[src/rtl/pfcmp_pkg.sv]
package pfcmp_pkg;
    localparam int FN_W = 3;

    typedef enum logic [FN_W-1:0] {
        FN_EQ  = 3'b000,
        FN_GT  = 3'b001,
        FN_GE  = 3'b010,
        FN_MAX = 3'b011,
        FN_MIN = 3'b100
    } pf_fn_e;
endpackage

[src/rtl/pfcmp_order.sv]
// Sign-magnitude ordering of one lane: a == b and a > b.
module pfcmp_order #(
    parameter int LANE_W = 32
) (
    input  logic [LANE_W-1:0] a,
    input  logic [LANE_W-1:0] b,
    output logic              is_eq,
    output logic              is_gt
);
    localparam int MAG_W = LANE_W - 1;

    logic             sgn_a, sgn_b;
    logic [MAG_W-1:0] mag_a, mag_b;
    logic             both_zero;

    always_comb begin
        sgn_a     = a[LANE_W-1];
        sgn_b     = b[LANE_W-1];
        mag_a     = a[MAG_W-1:0];
        mag_b     = b[MAG_W-1:0];
        both_zero = (mag_a == '0) && (mag_b == '0);
        is_eq     = both_zero || (a == b);
        is_gt     = 1'b0;
        if (!both_zero) begin
            unique case ({sgn_a, sgn_b})
                2'b01:   is_gt = 1'b1;
                2'b00:   is_gt = mag_a > mag_b;
                2'b11:   is_gt = mag_a < mag_b;
                default: is_gt = 1'b0;
            endcase
        end
    end
endmodule

[src/rtl/pfcmp_lane_fmt.sv]
// Turns the ordering flags into a mask or a selected value.
module pfcmp_lane_fmt
    import pfcmp_pkg::*;
#(
    parameter int LANE_W = 32
) (
    input  logic [FN_W-1:0]   fn,
    input  logic [LANE_W-1:0] a,
    input  logic [LANE_W-1:0] b,
    input  logic              is_eq,
    input  logic              is_gt,
    output logic [LANE_W-1:0] y
);
    logic is_lt;

    always_comb begin
        is_lt = !is_eq && !is_gt;
        unique case (fn)
            FN_EQ:   y = {LANE_W{is_eq}};
            FN_GT:   y = {LANE_W{is_gt}};
            FN_GE:   y = {LANE_W{is_gt | is_eq}};
            FN_MAX:  y = is_gt ? a : b;
            FN_MIN:  y = is_lt ? a : b;
            default: y = '0;
        endcase
    end
endmodule

[src/rtl/pfcmp_unit.sv]
module pfcmp_unit
    import pfcmp_pkg::*;
#(
    parameter int LANES   = 2,
    parameter int LANE_W  = 32,
    parameter bit REG_OUT = 1'b1
) (
    input  logic                    clk,
    input  logic                    rst_n,
    input  logic [2:0]              fn_sel,
    input  logic [LANES*LANE_W-1:0] src_a,
    input  logic [LANES*LANE_W-1:0] src_b,
    output logic [LANES*LANE_W-1:0] res
);
    localparam int DATA_W = LANES * LANE_W;

    logic [DATA_W-1:0] res_comb;

    for (genvar g = 0; g < LANES; g++) begin : g_lane
        logic [LANE_W-1:0] a_l, b_l;
        logic              eq_l, gt_l;

        assign a_l = src_a[g*LANE_W +: LANE_W];
        assign b_l = src_b[g*LANE_W +: LANE_W];

        pfcmp_order #(.LANE_W(LANE_W)) i_order (
            .a     (a_l),
            .b     (b_l),
            .is_eq (eq_l),
            .is_gt (gt_l)
        );

        pfcmp_lane_fmt #(.LANE_W(LANE_W)) i_fmt (
            .fn    (fn_sel),
            .a     (a_l),
            .b     (b_l),
            .is_eq (eq_l),
            .is_gt (gt_l),
            .y     (res_comb[g*LANE_W +: LANE_W])
        );
    end

    if (REG_OUT) begin : g_reg
        logic [DATA_W-1:0] res_q;
        always_ff @(posedge clk or negedge rst_n) begin
            if (!rst_n) res_q <= '0;
            else        res_q <= res_comb;
        end
        assign res = res_q;
    end else begin : g_comb
        assign res = res_comb;
    end
endmodule

[config.mk]
export PLATFORM = sky130hd
export DESIGN_NAME = pfcmp_unit
export DESIGN_NICKNAME = d
export VERILOG_FILES = /design/src/rtl/pfcmp_pkg.sv /design/src/rtl/pfcmp_order.sv /design/src/rtl/pfcmp_lane_fmt.sv /design/src/rtl/pfcmp_unit.sv
export SDC_FILE = /design/constraint.sdc
export NUM_CORES = 1
export LEC_CHECK = 0
export BUFFER_PORTS_ARGS = -buffer_cell sky130_fd_sc_hd__buf_2
export CORE_AREA = 2 2 97 145
export DETAILED_ROUTE_END_ITERATION = 10
export DIE_AREA = 0 0 99 147
export SYNTH_ARGS = -nofsm -noshare
export SYNTH_HDL_FRONTEND = slang
export SYNTH_SLANG_ARGS = --single-unit
export TNS_END_PERCENT = 30
[constraint.sdc]
create_clock -name clk -period 0.8 [get_ports clk]
set_input_delay 0.04 -clock clk [delete_from_list [all_inputs] [get_ports clk]]
set_output_delay 0.04 -clock clk [all_outputs]
set_load 0.005 [all_outputs]
==> impl_metrics.py, run 1 <==
metrics = {
    "status": {
        "outcome": "complete, but fails checks",
        "violations": "hold timing, setup timing",
    },
    "drt": {
        "ant_nets": 0,
        "met3_wirelength_um": 1170,
        "wirelength_um": 19500,
        "drtIter0Drc": 185,
        "viasPerCell": 5.43,
        "dr.pass1.iters": 5,
        "detail_route.wl_per_cell_um": 19.4,
        "drc": 0,
        "wl_met2_um": 10500,
        "drt-met1-wl_um": 6490,
        "dr_total_vias": 5468,
        "top_layer_used": "met4",
    },
    "global_route": {
        "grt_overflow": 0,
        "grt.total_usage_pct": 26.2,
        "antenna_found_initial": 0,
        "grt_max_degree": 65,
        "grt_pass1_wl_um": 29500,
        "grt_pass1_vias": 5958,
    },
    "floorplan": {
        "die_w_um": 99,
        "num_rows": 52,
        "dieHeight_um": 147,
        "core-area_um2": 13300,
        "start_util_pct": 34.2,
        "die_area_um2": 14600,
        "ios": 197,
    },
    "logic_synthesis": {
        "synth_nets": 665,
        "synth_warnings": 0,
        "yosys.cell_types.count": 46,
        "netlist_area_um2": 4570,
        "synth_async_sr_flop_share_pct": 100,
        "postSynthCellCount": 462,
        "synth_top_family_by_area": "compound AO/OA/AOI/OAI gates",
        "synth_compound_area_share_pct": 23.2,
        "synthSimpleGateAreaFrac_pct": 13.8,
        "synthMuxAreaShare_pct": 0.438,
        "synth_ff_type": "dfrtp_1",
        "synth_xor_area_share_pct": 0,
        "synth-seq-cells": 64,
        "synth_area_per_cell_um2": 9.88,
        "synth_edf_count": 0,
        "seq_area_frac_synth_pct": 35.1,
        "synth-adder-area-share_pct": 19.2,
    },
    "hold_path": {
        "holdCritPathClass": "input port to flip-flop",
    },
    "pwr": {
        "ir_worst_vdd_v": 0.000786,
        "power.total_mw": 12.1,
        "power.leakage_nw": 4.30,
        "p_per_area_nw_per_um2": 1440,
    },
    "timing": {
        "relSlewSlack_pct": 58.8,
        "fin_crit_sh_pct": 288,
        "fmax_mhz": 434,
        "holdWs_ps": -15.7,
        "tightest_slew_ps": 612,
        "finalWorstSetupSlack_ps": -1510,
        "drv_slew": 0,
        "finalSetupViolCount": 128,
        "rsz0062_at_grt": "yes",
        "hold_viol": 1,
        "period_needed_ps": 2310,
    },
    "placed_design": {
        "place.gp.congestion": 0.979,
        "dp_hpwl_um": 15300,
        "portBuffers": 196,
    },
    "finish": {
        "largest_reg_flops": 64,
        "mostFrequentLayoutCells": "180 x buf_4, 166 x buf_2, 64 x dfrtp_1",
        "syn2layout_area_growth_pct": 83.8,
        "post_route_cells_drive_above_1_share_pct": 58.9,
        "diodes": 0,
        "final_common_cell": "buf_4",
        "fin_util_pct": 62.9,
        "fin_nets": 1043,
        "nFillCells": 1113,
    },
    "critical_path": {
        "critPathLaunchType": "input port",
        "worstPathRequired_ps": 1000,
        "critPathKind": "input port to flip-flop",
        "crit_arrival_ps": 2510,
        "critPathMaxFanout": 32,
        "cp-end-kind": "flip-flop",
    },
    "clock_tree": {
        "cts_buffers": 9,
        "root_buffer": "clkbuf_16",
        "clk_pin_slew_ps": 60,
        "clock_sinks": 64,
        "clockBufferDepth": 2,
        "cts_tree": "done",
        "htreeDepth": 3,
    },
    "flow_run": {
        "maxCapViolations": 0,
    },
}
## layer usage
metal | up-vias | GRT usage [%]
li1 | 2539 | -
met2 | 268 | 49.1
met5 | - | 0
met4 | 0 | 17.7
met3 | 65 | 3.85
met1 | 2596 | 25.8
## cell usage after synthesis, types with 4 or more instances
master / count / area share, %
clkbuf_1: 7 / 0.58
ha_1: 70 / 19
dfrtp_1: 64 / 35
nand2_1: 20 / 1.6
o21a_1: 4 / 0.66
nand3_1: 6 / 0.66
a221o_1: 62 / 14
nor3_1: 5 / 0.55
nor4_1: 32 / 4.4
o21ai_0: 9 / 0.99
inv_1: 72 / 5.9
nor2_1: 9 / 0.74
buf_2: 5 / 0.55
a21oi_1: 30 / 3.3
nand4_1: 16 / 2.2
## final timing paths
check                           from                end  slack, ps  depth (start not counted)
setup / recovery           src_b[10]  res[23]$_DFF_PN0_      -1510                         14
hold / removal             src_b[31]  res[31]$_DFF_PN0_        -20                          2
max in group asynchronous      rst_n  res[45]$_DFF_PN0_        250                          3
min in group asynchronous      rst_n  res[28]$_DFF_PN0_        240                          3
## cell type report
cell class / count / area (um^2) / share of cell area (%)
Sequential cell: 64 / 1600 / 19.1
Timing Repair Buffer: 385 / 2750 / 32.8
Multi-Input combinational cell: 308 / 3200 / 38.1
Clock buffer: 10 / 229 / 2.73
Clock inverter: 6 / 108 / 1.28
Tap cell: 162 / 203 / 2.42
Inverter: 72 / 300 / 3.58
## metrics by stage
step	instances	instance area (um^2)	TNS, ps	setup slack [ps]
after floorplan	462	4750	-98890	-1620
after global placement	978	7270	-125060	-2010
after detailed placement	978	7270	-126630	-2050
after CTS	1001	8200	-94920	-1470
after global routing	1007	8390	-107440	-1620
final	1007	8390	-98050	-1510
## cell families after synthesis
family | Yosys count
AO/OA/AOI/OAI | 130
adder cells (fa/ha/maj) | 70
buffers and inverters | 90
flip-flops | 64
multiplexers | 2
AND/OR/NAND/NOR | 106
## what timing repair did
item	CTS	global route
hold endpoints to repair	65	0
pin swaps	48	8
hold buffers	1	0
resized for setup	104	24
setup buffers	5	4
gates cloned	1	2
setup endpoints to repair	128	128
## power breakdown
part	internal (mW)	switching (mW)
combinational	2.11	1.81
sequential	3.56	0.0969
clock	3.03	1.48
## critical path: stages
cell and delay [ps]:
buf_2 120, inv_1 90, ha_4 210, a21oi_2 120
o21ai_1 100, a221oi_2 260, buf_4 170, o211ai_1 120
o211a_1 310, buf_4 160, nor3_4 180, o2bb2ai_2 100
buf_12 180, a221o_1 330
Power figures use the tool's default switching activity.
==> run 2, diff against run 1 <==
--- a/config.mk
+++ b/config.mk
@@ -9,6 +9,7 @@
 export CORE_AREA = 2 2 97 145
 export DETAILED_ROUTE_END_ITERATION = 10
 export DIE_AREA = 0 0 99 147
+export SLEW_MARGIN = 20
 export SYNTH_ARGS = -nofsm -noshare
 export SYNTH_HDL_FRONTEND = slang
 export SYNTH_SLANG_ARGS = --single-unit
==> constraint.sdc (replaced) <==
create_clock -name clk -period 2.69 [get_ports clk]
set_input_delay 0.1345 -clock clk [delete_from_list [all_inputs] [get_ports clk]]
set_output_delay 0.1345 -clock clk [all_outputs]
set_load 0.005 [all_outputs]
==> run 2 against run 1 <==
  * The run now ends clean
  * Combinational power fell by 77%
  * Hold slack improved by 96 ps
  * Final cell count fell by 5.7%
  * Clock power fell by 75%
  * Setup slack improved by 1600 ps
  * Largest power group unchanged
==> impl_metrics.py, run 2 (synthesis results as in run 1) <==
metrics = {
    "clock_tree": {
        "clk_pin_slew_ps": 60,
        "clockBufferDepth": 2,
        "htreeDepth": 3,
        "clock_sinks": 64,
        "cts_buffers": 9,
        "root_buffer": "clkbuf_16",
        "post_cts_buffers": 0,
        "cts_tree": "done",
    },
    "timing": {
        "tightest_slew_ps": 540,
        "drv_slew": 0,
        "hold_viol": 0,
        "finalWorstSetupSlack_ps": 145,
        "period_needed_ps": 2550,
        "rsz0062_at_grt": "yes",
        "finalSetupViolCount": 0,
        "fmax_mhz": 393,
        "holdWs_ps": 80.5,
        "tns_ps": 0,
        "relSlewSlack_pct": 63.7,
        "fin_crit_sh_pct": 94.6,
    },
    "pwr": {
        "p_comb_share_pct": 29.5,
        "switching_share_pct": 30.6,
        "p_per_area_nw_per_um2": 441,
        "power_frac_clock_pct": 35.6,
        "power.leakage_nw": 3.92,
        "switching_power_mw": 0.950,
        "pwr-share-seq_pct": 34.9,
        "p_int_mw": 2.16,
        "ir_worst_vdd_v": 0.000238,
    },
    "floorplan": {
        "die_area_um2": 14600,
        "dieHeight_um": 147,
        "ios": 197,
        "start_util_pct": 34.2,
        "core-area_um2": 13300,
        "num_rows": 52,
        "die_w_um": 99,
    },
    "finish": {
        "diodes": 0,
        "nFillCells": 1254,
        "fin_nets": 986,
        "post_route_cells_drive_above_1_share_pct": 45.9,
        "largest_reg_flops": 64,
        "final_common_cell": "buf_2",
        "syn2layout_area_growth_pct": 54.2,
        "mostFrequentLayoutCells": "196 x buf_2, 124 x buf_4, 72 x inv_1",
    },
    "global_route": {
        "busiest_layer": "met2",
        "grt_max_degree": 33,
        "grt_pass1_vias": 5450,
        "grt.total_usage_pct": 24.0,
        "use_met1_pct": 24.1,
        "grt_util_met3_pct": 5.33,
        "grt_overflow": 0,
        "grt_pass1_wl_um": 27200,
        "antenna_found_initial": 0,
        "grt_use_met2_pct": 45.0,
    },
    "drt": {
        "viasPerCell": 5.40,
        "detail_route.wl_per_cell_um": 18.4,
        "drc": 0,
        "drtIter0Drc": 142,
        "dr.pass1.iters": 5,
        "wirelength_um": 17500,
        "dr_total_vias": 5126,
        "ant_nets": 0,
    },
    "status": {
        "outcome": "completed",
    },
    "placed_design": {
        "place_ws_ps": -374,
        "dp_hpwl_um": 14800,
        "portBuffers": 196,
        "place.gp.congestion": 0.917,
    },
    "critical_path": {
        "worstPathRequired_ps": 2900,
        "critPathLaunchType": "input port",
        "critPathKind": "input port to flip-flop",
        "crit_arrival_ps": 2760,
        "cp-end-kind": "flip-flop",
        "critPathMaxFanout": 12,
    },
    "flow_run": {
        "maxCapViolations": 0,
    },
    "hold_path": {
        "holdCritPathClass": "input port to flip-flop",
    },
}
run 2: cell types whose count changed in the layout (fill, tap and decap cells not counted), moves of 4 or more:
| cell | delta |
|---|---|
| o21ai_0 | +4 |
| ha_4 | -35 |
| buf_2 | +30 |
| inv_2 | -20 |
| ha_1 | +35 |
| inv_1 | +28 |
| a21oi_2 | -5 |
| a21oi_1 | +5 |
| buf_6 | -22 |
| inv_4 | -7 |
| buf_4 | -56 |
| buf_8 | -5 |
run 2: per-stage QoR:
| step | utilization [%] | cell area (um^2) | total power [mW] | cells |
|---|---|---|---|---|
| finish | 52.8 | 7040 | 3.11 | 950 |
| global route | 52.8 | 7040 | 3.28 | 950 |
| CTS | 52.7 | 7030 | 3.15 | 950 |
| detailed placement | 50.5 | 6730 | 2.01 | 933 |
| global placement | 50.5 | 6730 | 2.00 | 933 |
| floorplan | - | 4570 | 1.46 | 462 |
run 2: worst max-delay path: stages:
cell	delay [ps]
buf_2	100
inv_1	50
ha_1	280
nand4_1	120
or3_4	390
nor3_4	220
a221oi_1	120
o2bb2ai_2	150
or3b_1	350
a32o_2	330
buf_12	160
a221o_1	360
run 2: repair_timing:
| item | in CTS | in global routing |
|---|---|---|
| setup endpoints to repair | 2 | 62 |
| hold buffers | 1 | 0 |
| pin swaps | 0 | 2 |
| resized for setup | 1 | 2 |
| hold endpoints to repair | 32 | 0 |
run 2: layout make-up:
cell class	count	area [um^2]	area share [%]
Clock buffer	9	225	3.20
Clock inverter	7	55.1	0.782
Timing Repair Buffer	328	2060	29.3
Sequential cell	64	1600	22.7
Tap cell	162	203	2.88
Multi-Input combinational cell	308	2630	37.3
Inverter	72	270	3.84
run 2: final timing paths:
kind,start,to,depth (start not counted)
max in group asynchronous,rst_n,res[61]$_DFF_PN0_,3
hold / removal,src_a[21],res[21]$_DFF_PN0_,2
setup / recovery,src_b[60],res[59]$_DFF_PN0_,12
min in group asynchronous,rst_n,res[17]$_DFF_PN0_,2
run 2: routing by layer:
layer	part of all wire, %	up-vias	routed length, um
met5	0	-	0
li1	-	2425	-
met3	6.0	50	1050
met2	54	224	9390
met1	35	2427	6040
met4	5.7	0	995
run 2: power groups by stage:
stage,registers (mW),logic (mW),clock network [mW]
global route,1.09,1.01,1.18
detailed placement,1.10,0.913,0
floorplan,1.12,0.341,0
finish,1.08,0.917,1.11
global placement,1.10,0.893,0
CTS,1.09,0.918,1.14
